<file path="config.mk">
export PLATFORM = sky130hd
export DESIGN_NAME = asf_fetch_ctrl
export DESIGN_NICKNAME = d
export VERILOG_FILES = /design/src/rtl/asf_pkg.sv /design/src/rtl/asf_gate.sv /design/src/rtl/asf_slots.sv /design/src/rtl/asf_split.sv /design/src/rtl/asf_fetch_ctrl.sv
export SDC_FILE = /design/constraint.sdc
export NUM_CORES = 1
export LEC_CHECK = 0
export BUFFER_PORTS_ARGS = -buffer_cell sky130_fd_sc_hd__clkbuf_2
export CAP_MARGIN = 25
export CORE_ASPECT_RATIO = 0.9
export CORE_UTILIZATION = 52
export CTS_CLUSTER_SIZE = 28
export DETAILED_ROUTE_END_ITERATION = 10
export GPL_ROUTABILITY_DRIVEN = 0
export HOLD_SLACK_MARGIN = 0.15
export PLACE_DENSITY = 0.81
export SLEW_MARGIN = 20
export SYNTH_ARGS = -nofsm -noshare
export SYNTH_HDL_FRONTEND = slang
export SYNTH_SLANG_ARGS = --single-unit
export TNS_END_PERCENT = 5
</file>
<file path="constraint.sdc">
create_clock -name clk -period 2.8 [get_ports clk]
set_clock_uncertainty 0.2 [all_clocks]
set_input_delay 0.56 -clock clk [delete_from_list [all_inputs] [get_ports clk]]
set_output_delay 0.56 -clock clk [all_outputs]
set_load 0.01 [all_outputs]
</file>
<file path="src/rtl/asf_pkg.sv">
package asf_pkg;
  typedef enum logic [1:0] {
    RK_QH   = 2'd0,
    RK_TD   = 2'd1,
    RK_DATA = 2'd2
  } req_kind_e;

  typedef enum logic [2:0] {
    S_IDLE,
    S_Q_ISS,
    S_Q_RSP,
    S_T_GO,
    S_T_ISS,
    S_T_RSP,
    S_D_GO,
    S_D_ISS
  } fsm_e;

  localparam int QH_DW = 17;
  localparam int TD_DW = 13;
endpackage

</file>
<file path="src/rtl/asf_gate.sv">
// Combines the three enable levels with the self-entered sleep state.
module asf_gate (
  input  logic clk,
  input  logic rst_n,
  input  logic run_i,
  input  logic sched_i,
  input  logic bm_i,
  input  logic wake_i,
  input  logic sleep_set_i,
  output logic go_o,
  output logic asleep_o,
  output logic restart_o
);
  logic asleep_q;

  assign restart_o = !run_i || !sched_i;

  always_ff @(posedge clk) begin
    if (!rst_n) begin
      asleep_q <= 1'b0;
    end else if (restart_o || wake_i) begin
      asleep_q <= 1'b0;   // clearing wins over a same-cycle entry
    end else if (sleep_set_i) begin
      asleep_q <= 1'b1;
    end
  end

  assign asleep_o = asleep_q;
  assign go_o     = run_i && sched_i && bm_i && !asleep_q;
endmodule

</file>
<file path="src/rtl/asf_slots.sv">
// Counts transactions whose control structures have been fetched and
// which the port executor has not yet retired.
module asf_slots #(
  parameter int NUM_SLOTS = 2,
  parameter int CNT_W     = 2
) (
  input  logic             clk,
  input  logic             rst_n,
  input  logic             fill_i,
  input  logic             done_i,
  output logic [CNT_W-1:0] cnt_o
);
  logic [CNT_W-1:0] cnt_q;
  logic             dec;

  assign dec = done_i && (cnt_q != '0);

  always_ff @(posedge clk) begin
    if (!rst_n) begin
      cnt_q <= '0;
    end else begin
      case ({fill_i, dec})
        2'b10:   cnt_q <= cnt_q + CNT_W'(1);
        2'b01:   cnt_q <= cnt_q - CNT_W'(1);
        default: cnt_q <= cnt_q;
      endcase
    end
  end

  assign cnt_o = cnt_q;
endmodule

</file>
<file path="src/rtl/asf_split.sv">
// Size of the next payload chunk: the remaining length, cut at the next
// boundary of a window of BASE_DW << sel dwords.
module asf_split #(
  parameter int LEN_W   = 8,
  parameter int SEL_W   = 2,
  parameter int BASE_DW = 16
) (
  input  logic [LEN_W:0]   idx_i,
  input  logic [LEN_W-1:0] rem_i,
  input  logic [SEL_W-1:0] sel_i,
  output logic [LEN_W-1:0] chunk_o
);
  localparam int MW = LEN_W + 1;

  logic [MW-1:0] win, off, room, rem_w;

  always_comb begin
    win     = MW'(BASE_DW) << sel_i;
    off     = idx_i & (win - MW'(1));
    room    = win - off;
    rem_w   = {1'b0, rem_i};
    chunk_o = (rem_w < room) ? rem_i : room[LEN_W-1:0];
  end
endmodule

</file>
<file path="src/rtl/asf_fetch_ctrl.sv">
module asf_fetch_ctrl
  import asf_pkg::*;
#(
  parameter int ADDR_W      = 32,
  parameter int LEN_W       = 8,
  parameter int NUM_SLOTS   = 2,
  parameter int BASE_DW     = 16,
  parameter int SEL_W       = 2,
  parameter int MAX_DATA_DW = 129
) (
  input  logic              clk,
  input  logic              rst_n,
  input  logic              run_i,
  input  logic              sched_en_i,
  input  logic              bm_en_i,
  input  logic              prefetch_en_i,
  input  logic              recl_i,
  input  logic              wake_i,
  input  logic [ADDR_W-1:0] list_addr_i,
  input  logic [SEL_W-1:0]  max_len_sel_i,
  output logic              req_valid_o,
  input  logic              req_ready_i,
  output logic [1:0]        req_kind_o,
  output logic [ADDR_W-1:0] req_addr_o,
  output logic [LEN_W-1:0]  req_len_o,
  input  logic              rsp_valid_i,
  input  logic              rsp_head_i,
  input  logic [ADDR_W-1:0] rsp_ptr0_i,
  input  logic [ADDR_W-1:0] rsp_ptr1_i,
  input  logic              rsp_out_i,
  input  logic [LEN_W-1:0]  rsp_len_i,
  input  logic              done_i
);
  localparam int CNT_W = $clog2(NUM_SLOTS + 1);
  localparam int PAD_W = ADDR_W - LEN_W - 2;

  fsm_e              state_q;
  logic              go, asleep, restart, sleep_set, fill, finish;
  logic              slot_room, can_start, accept, has_data;
  logic [CNT_W-1:0]  rdy_cnt;
  logic [ADDR_W-1:0] cur_q, nxt_q, td_q, dat_q, qh_q, qh_addr;
  logic              addr_ok_q;
  logic [LEN_W-1:0]  rem_q, chunk, chunk_q, clamp_len;

  logic              valid_q;
  req_kind_e         kind_q;
  logic [ADDR_W-1:0] addr_q;
  logic [LEN_W-1:0]  len_q;

  asf_gate gate_i (
    .clk        (clk),
    .rst_n      (rst_n),
    .run_i      (run_i),
    .sched_i    (sched_en_i),
    .bm_i       (bm_en_i),
    .wake_i     (wake_i),
    .sleep_set_i(sleep_set),
    .go_o       (go),
    .asleep_o   (asleep),
    .restart_o  (restart)
  );

  asf_slots #(.NUM_SLOTS(NUM_SLOTS), .CNT_W(CNT_W)) slots_i (
    .clk   (clk),
    .rst_n (rst_n),
    .fill_i(fill),
    .done_i(done_i),
    .cnt_o (rdy_cnt)
  );

  asf_split #(.LEN_W(LEN_W), .SEL_W(SEL_W), .BASE_DW(BASE_DW)) split_i (
    .idx_i  (dat_q[LEN_W+2:2]),
    .rem_i  (rem_q),
    .sel_i  (max_len_sel_i),
    .chunk_o(chunk)
  );

  // Slot availability and start condition use only registered state, so a
  // completion pulse takes effect one cycle after it is sampled.
  assign slot_room = (rdy_cnt < CNT_W'(NUM_SLOTS)) && (prefetch_en_i || rdy_cnt == '0);
  assign can_start = (state_q == S_IDLE) && go && slot_room;
  assign accept    = valid_q && req_ready_i;
  assign qh_addr   = addr_ok_q ? cur_q : list_addr_i;
  assign has_data  = rsp_out_i && (rsp_len_i != '0);
  assign clamp_len = (rsp_len_i > LEN_W'(MAX_DATA_DW)) ? LEN_W'(MAX_DATA_DW) : rsp_len_i;
  assign sleep_set = (state_q == S_Q_RSP) && rsp_valid_i && rsp_head_i && !recl_i;
  assign fill      = (state_q == S_T_RSP) && rsp_valid_i;
  assign finish    = (fill && !has_data) ||
                     ((state_q == S_D_ISS) && accept && (rem_q == chunk_q));

  // Walk through one transaction.
  always_ff @(posedge clk) begin
    if (!rst_n) begin
      state_q   <= S_IDLE;
      cur_q     <= '0;
      nxt_q     <= '0;
      td_q      <= '0;
      dat_q     <= '0;
      qh_q      <= '0;
      rem_q     <= '0;
      chunk_q   <= '0;
      addr_ok_q <= 1'b0;
    end else begin
      case (state_q)
        S_IDLE: if (can_start) begin
          qh_q    <= qh_addr;
          state_q <= S_Q_ISS;
        end
        S_Q_ISS: if (accept) state_q <= S_Q_RSP;
        S_Q_RSP: if (rsp_valid_i) begin
          if (sleep_set) begin
            cur_q     <= qh_q;      // resume at this queue head after wake
            addr_ok_q <= 1'b1;
            state_q   <= S_IDLE;
          end else begin
            nxt_q   <= rsp_ptr0_i;
            td_q    <= rsp_ptr1_i;
            state_q <= S_T_GO;
          end
        end
        S_T_GO:  if (go) state_q <= S_T_ISS;
        S_T_ISS: if (accept) state_q <= S_T_RSP;
        S_T_RSP: if (rsp_valid_i) begin
          if (has_data) begin
            dat_q   <= {rsp_ptr0_i[ADDR_W-1:2], 2'b00};
            rem_q   <= clamp_len;
            state_q <= S_D_GO;
          end else begin
            state_q <= S_IDLE;
          end
        end
        S_D_GO: if (go) begin
          chunk_q <= chunk;
          state_q <= S_D_ISS;
        end
        S_D_ISS: if (accept) begin
          rem_q   <= rem_q - chunk_q;
          dat_q   <= dat_q + {{PAD_W{1'b0}}, chunk_q, 2'b00};
          state_q <= (rem_q == chunk_q) ? S_IDLE : S_D_GO;
        end
        default: state_q <= S_IDLE;
      endcase

      if (finish) begin
        cur_q     <= nxt_q;
        addr_ok_q <= 1'b1;
      end
      if (restart) addr_ok_q <= 1'b0;
    end
  end

  // Request register: raised from a GO point, dropped on acceptance.
  always_ff @(posedge clk) begin
    if (!rst_n) begin
      valid_q <= 1'b0;
      kind_q  <= RK_QH;
      addr_q  <= '0;
      len_q   <= '0;
    end else begin
      if (accept) valid_q <= 1'b0;
      if (can_start) begin
        valid_q <= 1'b1;
        kind_q  <= RK_QH;
        addr_q  <= qh_addr;
        len_q   <= LEN_W'(QH_DW);
      end else if ((state_q == S_T_GO) && go) begin
        valid_q <= 1'b1;
        kind_q  <= RK_TD;
        addr_q  <= td_q;
        len_q   <= LEN_W'(TD_DW);
      end else if ((state_q == S_D_GO) && go) begin
        valid_q <= 1'b1;
        kind_q  <= RK_DATA;
        addr_q  <= dat_q;
        len_q   <= chunk;
      end
    end
  end

  assign req_valid_o = valid_q;
  assign req_kind_o  = kind_q;
  assign req_addr_o  = addr_q;
  assign req_len_o   = len_q;
endmodule

</file>
==> metrics.yaml, run 1 <==
outcome:
  status: "finished, violations left"
  violations: "setup timing"
cts:
  clk_path_buf_depth: 3
  numCtsBuffers: 24
  cts_root_buf: "clkbuf_16"
  clkTransAtPathRegs_ns: 0.07
  cts_tree: "built"
  clock_latency_ns: 0.54
  htree_num_levels: 1
  clkSinkCount: 224
grt:
  grt.overflow.total: 0
  grt_pass1_wl_mm: 56.07
  grt_max_degree: 53
  antenna_found_initial: 2
  track_usage_pct: 32.24
  first_global_vias: 10970
flow_run:
  max_cap_viol_count: 0
logic_synthesis:
  synthFlopType: "dfxtp_1"
  synth-edff-count: 0
  syn-num-nets: 1522
  syn_inst: 1377
  synth_common_cells: "nand2_1 (271), dfxtp_1 (224), a21oi_1 (148)"
  ys_seq_area_share_pct: 40.77
  synth_top_area_share_pct: 40.77
  synth.avg_cell_area_um2: 7.987
  yosysTopAreaCell: "dfxtp_1"
  ys_warn_count: 0
  yosysMostFrequentCell: "nand2_1"
  synth_area_leaders: "dfxtp_1 (41%), nand2_1 (9.2%), mux2i_1 (8.6%)"
  async_flop_share_pct: 0
  ys_ff_latch: 224
  synth_cell_types: 64
  syn_area_um2: 11000
finish:
  seq_area_um2: 4489
  instances_no_fill: 1902
  synthToLayoutAreaGrowth_pct: 27.83
  finish.net_count: 1741
  utilization_pct: 67.69
  multi_input_area_um2: 6181
  drive_above_1_share_pct: 20.26
  fill_cells: 1666
sta:
  tightest_slew_ns: 0.5178
  maxSlewHeadroom_pct: 65.41
  min_period_ns: 2.883
  slew_viol_final: 0
  hold_viol_final: 0
  grt_setup_unrepaired: "yes"
  setup_ws_ns: -0.08275
  finalSetupViolCount: 19
  post-route-period-util_pct: 103.0
  fmax_mhz: 346.9
route:
  routedWlPerCell_um: 18.81
  routed_wl_mm: 35.78
  drcViolationCount: 0
  drtIter0Drc: 1256
  drtAntennaViolNets: 0
  vias: 11390
  firstDrtPassIters: 7
  vias_per_cell: 5.987
die:
  die_h_um: 140.0
  ios: 162
  die_w_um: 155.3
  start_util_pct: 52.95
  row_count: 50
  die-area_um2: 21740
  core_area_um2: 20770
pwr:
  worst_ir_drop_vdd_uv: 359.4
  p_seq_share_pct: 44.7
  p_total_uw: 7370
  p_sw_uw: 1796
  intPower_uw: 5574
  p_leak_uw: 0.005434
  clockPowerShare_pct: 46.5
  pwr-share-comb_pct: 8.8
  power_density_nw_per_um2: 524.2
  p_sw_share_pct: 24.37
critical_path:
  required_ns: 3.05
  crit_path_max_incr_delay_ns: 0.34
  worstSetupPathType: "reg -> reg"
  cp-start-kind: "flop"
  cp_data_arrival_time_ns: 3.13
  path_max_fanout: 8
  startpoint: "dat_q[4]$_SDFFE_PN0P_"
  slowest_stage: "dfxtp_2"
  endpoint_kind: "flop"
  timing.rr.start: "dat_q[4]$_SDFFE_PN0P_"
  path_cells: "nor3_4 -> nor3b_4 -> xnor2_1 -> a21oi_2 -> ha_4 -> a2111oi_4 -> nand2_1 -> o22a_4 -> mux2_4 -> a211oi_2"
hold_path:
  hold_class: "in -> reg"
  hp-start: "rsp_ptr0_i[14]"
placement:
  dpl.cell_count: 1783
  dpl.hpwl_mm: 22.89
  io_buffers: 161
==> per-stage QoR <==
step / hold slack, ns / instance area [µm²] / setup WS, ns / TNS (ns)
floorplan: 0.2216 / 11030 / 0.0007443 / 0
global placement: 0.2375 / 12330 / -0.1487 / -1.348
detailed placement: 0.2427 / 12330 / -0.2906 / -2.794
CTS: 0.1531 / 13960 / -0.1003 / -0.6908
global route: 0.1751 / 14060 / -0.1955 / -2.940
finish: 0.1905 / 14060 / -0.08275 / -0.8207
==> cells in the final DEF, fill, tap and decap left out, drive strengths merged, types with 56 or more instances in the layout <==
cell	n
mux2i	94
a21oi	149
nor2	110
a211oi	58
nand2	271
dfxtp	224
clkbuf	190
dlygate4sd3	68
o21ai	71
nand3	56
buf	65
==> final cells by class <==
class / instances / share of cell area (%)
flip-flops and latches: 224 / 31.93
well taps: 286 / 2.545
repair buffers: 295 / 14.66
inverters: 29 / 0.7921
clock buffers: 29 / 4.619
diodes: 2 / 0.03560
clock inverters: 15 / 1.451
multi-input cells: 1022 / 43.97
==> cells by family after synthesis <==
| kind of cell | share of synthesized area [%] |
|---|---|
| simple gates | 20.85 |
| compound gates | 20.10 |
| flops | 40.77 |
| buf+inv | 4.971 |
| mux | 9.169 |
| fa+ha+maj | 3.094 |
| xor+xnor | 1.035 |
==> metal layers <==
metal  part of all wire (%)  up-vias  GRT usage, %
li1                       -     5289             -
met1                     43     5329         43.90
met2                     44      632         50.85
met3                    8.4      138         4.610
met4                    4.0        0         14.40
met5                      0        -             0
==> path summary, 6_finish.rpt <==
kind                                       to  slack [ns]  cells past startpoint
hold reg to reg   req_addr_o[20]$_SDFFE_PN0P_        0.25                      2
hold / removal         nxt_q[14]$_SDFFE_PN0P_        0.19                      3
setup / recovery    req_len_o[3]$_SDFFE_PP0P_       -0.08                     10
setup reg to reg    req_len_o[3]$_SDFFE_PP0P_       -0.08                     10
==> flip-flops by register name, summed over array words and instances, names as in the netlist <==
register and cells:
cur_q 32, gate_i.asleep_o 1, req_addr_o 32, req_valid_o 1, rem_q 8, nxt_q 32
addr_ok_q 1, req_kind_o 2, req_len_o 8, state_q 3, td_q 32, chunk_q 8
slots_i.cnt_o 2, qh_q 32, dat_q 30
==> power by group through the flow <==
stage / clock (µW) / combinational, µW / sequential [µW]
5_1_grt: 3590 / 703 / 3300
3_5_place_dp: 0 / 542 / 3360
3_3_place_gp: 0 / 535 / 3360
4_1_cts: 3430 / 626 / 3290
6_report: 3420 / 650 / 3300
2_1_floorplan: 0 / 297 / 3360
==> critical path: cells and delay by family (launching register included) <==
family,cells,cell delay (ns)
AO/OA/AOI/OAI,4,0.98
AND/OR/NAND/NOR,3,0.57
flip-flops,1,0.34
multiplexers,1,0.33
adder cells (fa/ha/maj),1,0.24
XOR/XNOR,1,0.12
==> what timing repair did <==
action / 4_1_cts / 5_1_grt
cloned: 0 / 1
pin swaps: 14 / 8
hold buffers: 68 / 0
hold endpoints to repair: 69 / 0
endpoints found under the setup margin: 19 / 29
buffers inserted: 3 / 1
gates resized for setup: 14 / 18
Power figures use the tool's default switching activity.
==> inputs of run 2 (changes only) <==
--- a/config.mk
+++ b/config.mk
@@ -17,5 +17,6 @@
 export SLEW_MARGIN = 20
 export SYNTH_ARGS = -nofsm -noshare
 export SYNTH_HDL_FRONTEND = slang
+export SYNTH_HIERARCHICAL = 1
 export SYNTH_SLANG_ARGS = --single-unit
 export TNS_END_PERCENT = 5
==> metrics.yaml, run 2 <==
critical_path:
  cp_data_arrival_time_ns: 2.97
  path_max_fanout: 7
  worstSetupPathType: "reg -> reg"
  startpoint: "dat_q[3]$_SDFFE_PN0P_"
  endpoint_kind: "flop"
  cp-start-kind: "flop"
  timing.rr.start: "dat_q[3]$_SDFFE_PN0P_"
  required_ns: 3.00
cts:
  clock_latency_ns: 0.53
  cts_tree: "built"
  htree_num_levels: 1
  clkTransAtPathRegs_ns: 0.07
  clkSinkCount: 224
  cts_root_buf: "clkbuf_16"
  clk_path_buf_depth: 3
  numCtsBuffers: 24
finish:
  synthToLayoutAreaGrowth_pct: 25.17
  final_cell_mix: "nand2_1 (268), dfxtp_1 (222), a21oi_1 (174)"
  drive_above_1_share_pct: 19.79
  multi_input_area_um2: 6047
  utilization_pct: 66.49
  seq_area_um2: 4487
  fill_cells: 1652
  finish.net_count: 1745
  final_common_cell: "nand2_1"
logic_synthesis:
  synthFlopType: "dfxtp_1"
  synth.avg_cell_area_um2: 7.956
  synth_cell_types: 81
  synth_area_leaders: "dfxtp_1 (41%), nand2_1 (9.1%), a21oi_1 (7.9%)"
  synth_top_area_share_pct: 40.52
  synth-edff-count: 0
  syn_area_um2: 11070
  ys_ff_latch: 224
  syn-num-nets: 1536
  yosysMostFrequentCell: "nand2_1"
  yosysTopAreaCell: "dfxtp_1"
  synth_common_cells: "nand2_1 (268), dfxtp_1 (224), a21oi_1 (175)"
  ys_seq_area_share_pct: 40.52
  ys_warn_count: 6
  syn_inst: 1391
  async_flop_share_pct: 0
grt:
  grt.overflow.total: 0
  grt_pass1_wl_mm: 55.58
  track_usage_pct: 31.74
  first_global_vias: 10680
  antenna_found_initial: 1
  grt_max_degree: 72
die:
  core_area_um2: 20830
  row_count: 50
  start_util_pct: 53.12
  ios: 162
  die-area_um2: 21870
  die_h_um: 140.4
  die_w_um: 155.8
route:
  routed_wl_mm: 35.51
  drcViolationCount: 0
  drtAntennaViolNets: 0
  vias_per_cell: 6.023
  drtIter0Drc: 1438
  firstDrtPassIters: 6
  routedWlPerCell_um: 18.65
  vias: 11470
sta:
  maxSlewHeadroom_pct: 60.25
  hold_viol_final: 0
  fmax_mhz: 361.3
  grt_setup_unrepaired: "yes"
  tightest_slew_ns: 0.5956
  setup_ws_ns: 0.03252
  slew_viol_final: 0
  finalSetupViolCount: 0
  min_period_ns: 2.767
  fin_setup_tns_ns: 0
  post-route-period-util_pct: 98.84
hold_path:
  hold_class: "in -> reg"
  hp-start: "sched_en_i"
pwr:
  power_density_nw_per_um2: 533.9
  worst_ir_drop_vdd_uv: 412.1
  p_leak_uw: 0.005331
  p_total_uw: 7395
placement:
  pre_cts_ws_ns: -0.2248
  dpl.hpwl_mm: 22.64
  io_buffers: 161
outcome:
  status: "complete, no violations"
flow_run:
  max_cap_viol_count: 0
run 2: power by group:
part           switching [µW]  internal (µW)
clock                    1350           1770
combinational             502            385
sequential               88.3           3300
total                    1940           5460
run 2: what timing repair did:
| action | CTS | global route |
|---|---|---|
| endpoints found under the hold margin | 71 | 0 |
| setup endpoints to repair | 9 | 25 |
| setup buffers | 0 | 1 |
| pin swaps | 0 | 1 |
| hold buffers | 65 | 0 |
| resized for setup | 2 | 15 |
run 2: layout make-up:
cell class / count / area share (%)
Multi-Input combinational cell: 1032 / 43.65
Clock inverter: 15 / 0.7949
Inverter: 30 / 0.8310
Tap cell: 286 / 2.583
Timing Repair Buffer: 288 / 14.99
Sequential cell: 224 / 32.39
Antenna cell: 1 / 0.01807
Clock buffer: 28 / 4.742
run 2: kinds of logic (layout without fill, tap and decap cells):
family / after synthesis / count (layout) / synth area share (%)
DFF: 224 / 224 / 40.52
and+or+nand+nor: 551 / 551 / 21.93
muxes: 49 / 49 / 4.556
adders and majority gates: 26 / 26 / 3.075
other: 0 / 1 / 0
buffers and inverters: 135 / 361 / 5.698
xor gates and xnor gates: 14 / 14 / 1.108
AOI/OAI and AO/OA: 392 / 392 / 23.11
run 2: per-stage QoR:
step | instance area [µm²] | hold WS [ns] | cells
after floorplan | 11070 | 0.2361 | 1391
after global placement | 12340 | 0.2415 | 1794
after detailed placement | 12340 | 0.2469 | 1794
after CTS | 13760 | 0.1510 | 1902
after global routing | 13850 | 0.1689 | 1904
final | 13850 | 0.1741 | 1904
run 2: metal layers:
| metal | wire [µm] | track usage (%) |
|---|---|---|
| met3 | 3339 | 5.229 |
| met5 | 0 | 0 |
| met1 | 14730 | 42.40 |
| met2 | 16250 | 51.50 |
| met4 | 1195 | 11.66 |
run 2: path summary, 6_finish.rpt:
check / endpoint / slack (ns) / cells past startpoint
hold reg to reg: nxt_q[14]$_SDFFE_PN0P_ / 0.25 / 2
hold / removal: addr_ok_q$_SDFFE_PP0P_ / 0.17 / 4
setup reg to reg: req_len_o[0]$_SDFFE_PN0P_ / 0.03 / 12
setup / recovery: req_len_o[0]$_SDFFE_PN0P_ / 0.03 / 12
run 2: critical path: stages (launching register included):
cell      delay, ns
dfxtp_1        0.32
buf_4          0.18
nor2_2         0.13
nand2_1        0.10
or3b_4         0.44
ha_4           0.24
a21oi_2        0.14
o211ai_2       0.11
a21oi_4        0.19
buf_4          0.15
mux2_4         0.29
nand2_1        0.08
a31oi_1        0.08
==> inputs of run 3 (changes only) <==
--- a/config.mk
+++ b/config.mk
@@ -8,10 +8,12 @@
 export BUFFER_PORTS_ARGS = -buffer_cell sky130_fd_sc_hd__clkbuf_2
 export CAP_MARGIN = 25
 export CORE_ASPECT_RATIO = 0.9
+export CORE_MARGIN = 4
 export CORE_UTILIZATION = 52
 export CTS_CLUSTER_SIZE = 28
 export DETAILED_ROUTE_END_ITERATION = 10
 export GPL_ROUTABILITY_DRIVEN = 0
+export GPL_TIMING_DRIVEN = 0
 export HOLD_SLACK_MARGIN = 0.15
 export PLACE_DENSITY = 0.81
 export SLEW_MARGIN = 20
==> metrics.yaml, run 3 (synthesis results as in run 2) <==
outcome:
  status: "finished, violations left"
  violations: "setup timing"
cts:
  cts_root_buf: "clkbuf_16"
  clkSinkCount: 224
  clock_latency_ns: 0.53
  clk_path_buf_depth: 3
  numCtsBuffers: 24
  clkTransAtPathRegs_ns: 0.06
  cts_tree: "built"
  htree_num_levels: 1
grt:
  track_usage_pct: 32.98
  grt_max_degree: 14
  antenna_found_initial: 0
  grt.overflow.total: 0
  first_global_vias: 11570
  grt_pass1_wl_mm: 62.86
finish:
  utilization_pct: 66.91
  finish.net_count: 1801
  n_antenna_cell: 0
  drive_above_1_share_pct: 18.47
  synthToLayoutAreaGrowth_pct: 25.96
  final_cell_mix: "nand2_1 (266), dfxtp_1 (218), a21oi_1 (168)"
  final_common_cell: "nand2_1"
critical_path:
  worstSetupPathType: "reg -> reg"
  reg2reg_to: "dat_q[2]$_SDFFE_PN0P_"
  path_max_fanout: 10
  cp-endpoint: "dat_q[2]$_SDFFE_PN0P_"
  startpoint: "state_q[2]$_SDFFE_PN0P_"
  cp_data_arrival_time_ns: 3.03
  reg2reg_slack_ns: -0.03
  timing.rr.start: "state_q[2]$_SDFFE_PN0P_"
  worst_r2r_path_depth: 6
  required_ns: 3.00
  endpoint_kind: "flop"
  cp-start-kind: "flop"
route:
  drtAntennaViolNets: 0
  vias: 12250
  drcViolationCount: 0
  vias_per_cell: 6.255
  routedWlPerCell_um: 21.10
  firstDrtPassIters: 9
  routed_wl_mm: 41.34
  drtIter0Drc: 1651
die:
  die_w_um: 161.8
  row_count: 50
  core_area_um2: 20830
  ios: 162
  start_util_pct: 53.12
  die-area_um2: 23680
  die_h_um: 146.4
pwr:
  p_seq_share_pct: 45.0
  worst_ir_drop_vdd_uv: 516.3
  p_sw_share_pct: 26.80
  power_density_nw_per_um2: 536.9
  pwr-share-comb_pct: 12.8
  clockPowerShare_pct: 42.2
  p_leak_uw: 0.005299
  intPower_uw: 5479
  p_sw_uw: 2005
sta:
  setup_ws_ns: -0.02626
  min_period_ns: 2.826
  grt_setup_unrepaired: "yes"
  slew_viol_final: 0
  post-route-period-util_pct: 100.9
  hold_viol_final: 0
  fmax_mhz: 353.8
  finalSetupViolCount: 4
  tightest_slew_ns: 0.9788
  maxSlewHeadroom_pct: 34.74
hold_path:
  hold_class: "in -> reg"
flow_run:
  max_cap_viol_count: 0
placement:
  dpl.hpwl_mm: 28.61
  io_buffers: 161
  pre_cts_ws_ns: -0.9997
[run 3: final cells by class]
class / instances / area (µm²)
Buffer: 103 / 519.2
Clock buffer: 32 / 681.9
Clock inverter: 11 / 86.33
Fill cell: 1669 / 6893
Inverter: 30 / 112.6
Multi-Input combinational cell: 1032 / 6101
Sequential cell: 224 / 4499
Tap cell: 286 / 357.8
Timing Repair Buffer: 241 / 1582
[run 3: power by group through the flow]
stage | clock, µW | combinational (µW) | sequential, µW
floorplan | 0 | 461 | 3440
global placement | 0 | 807 | 3430
detailed placement | 0 | 821 | 3430
CTS | 3130 | 908 | 3360
global route | 3260 | 1030 | 3370
finish | 3160 | 961 | 3370
[run 3: worst max-delay path: stages (launching register included)]
cell	delay, ns
dfxtp_1	0.32
buf_2	0.17
nand3_1	0.39
clkbuf_1	0.51
buf_1	0.56
nand2_1	0.17
a311oi_1	0.37
[run 3: per-layer routing]
layer  up-vias  GRT usage [%]  wire (µm)
met5         -              0          0
met4         0          14.00       2120
met3       195          7.959       5570
met2       920          50.25      17580
met1      5659          44.86      16070
li1       5480              -          -
[run 3: worst min path at each step]
| stage | startpoint | end | depth (start not counted) |
|---|---|---|---|
| 3_5_place_dp | nxt_q[30]$_SDFFE_PN0P_ | nxt_q[30]$_SDFFE_PN0P_ | 2 |
| 5_1_grt | rsp_ptr0_i[9] | nxt_q[9]$_SDFFE_PN0P_ | 3 |
| 4_1_cts | rsp_ptr0_i[9] | nxt_q[9]$_SDFFE_PN0P_ | 3 |
| 3_3_place_gp | nxt_q[0]$_SDFFE_PN0P_ | nxt_q[0]$_SDFFE_PN0P_ | 2 |
| 6_report | rsp_ptr0_i[9] | nxt_q[9]$_SDFFE_PN0P_ | 3 |
| 2_1_floorplan | td_q[0]$_SDFFE_PN0P_ | td_q[0]$_SDFFE_PN0P_ | 2 |
[run 3: through the flow]
| stage | cells | instance area, µm² | setup TNS, ns | hold slack [ns] | power (µW) |
|---|---|---|---|---|---|
| 6_report | 1959 | 13940 | -0.05794 | 0.1785 | 7484 |
| 5_1_grt | 1959 | 13940 | -1.285 | 0.1758 | 7671 |
| 4_1_cts | 1951 | 13730 | -0.2023 | 0.1665 | 7401 |
| 3_5_place_dp | 1838 | 12230 | -70.88 | 0.2471 | 4253 |
| 3_3_place_gp | 1838 | 12230 | -66.86 | 0.2432 | 4237 |
| 2_1_floorplan | 1391 | 11070 | 0 | 0.2361 | 3903 |
[run 3: what timing repair did]
item	4_1_cts	5_1_grt
endpoints found under the hold margin	71	0
gates cloned	0	0
hold buffers	67	0
pin swaps	0	11
setup buffers	3	10
setup endpoints to repair	93	125
gates resized for setup	13	39
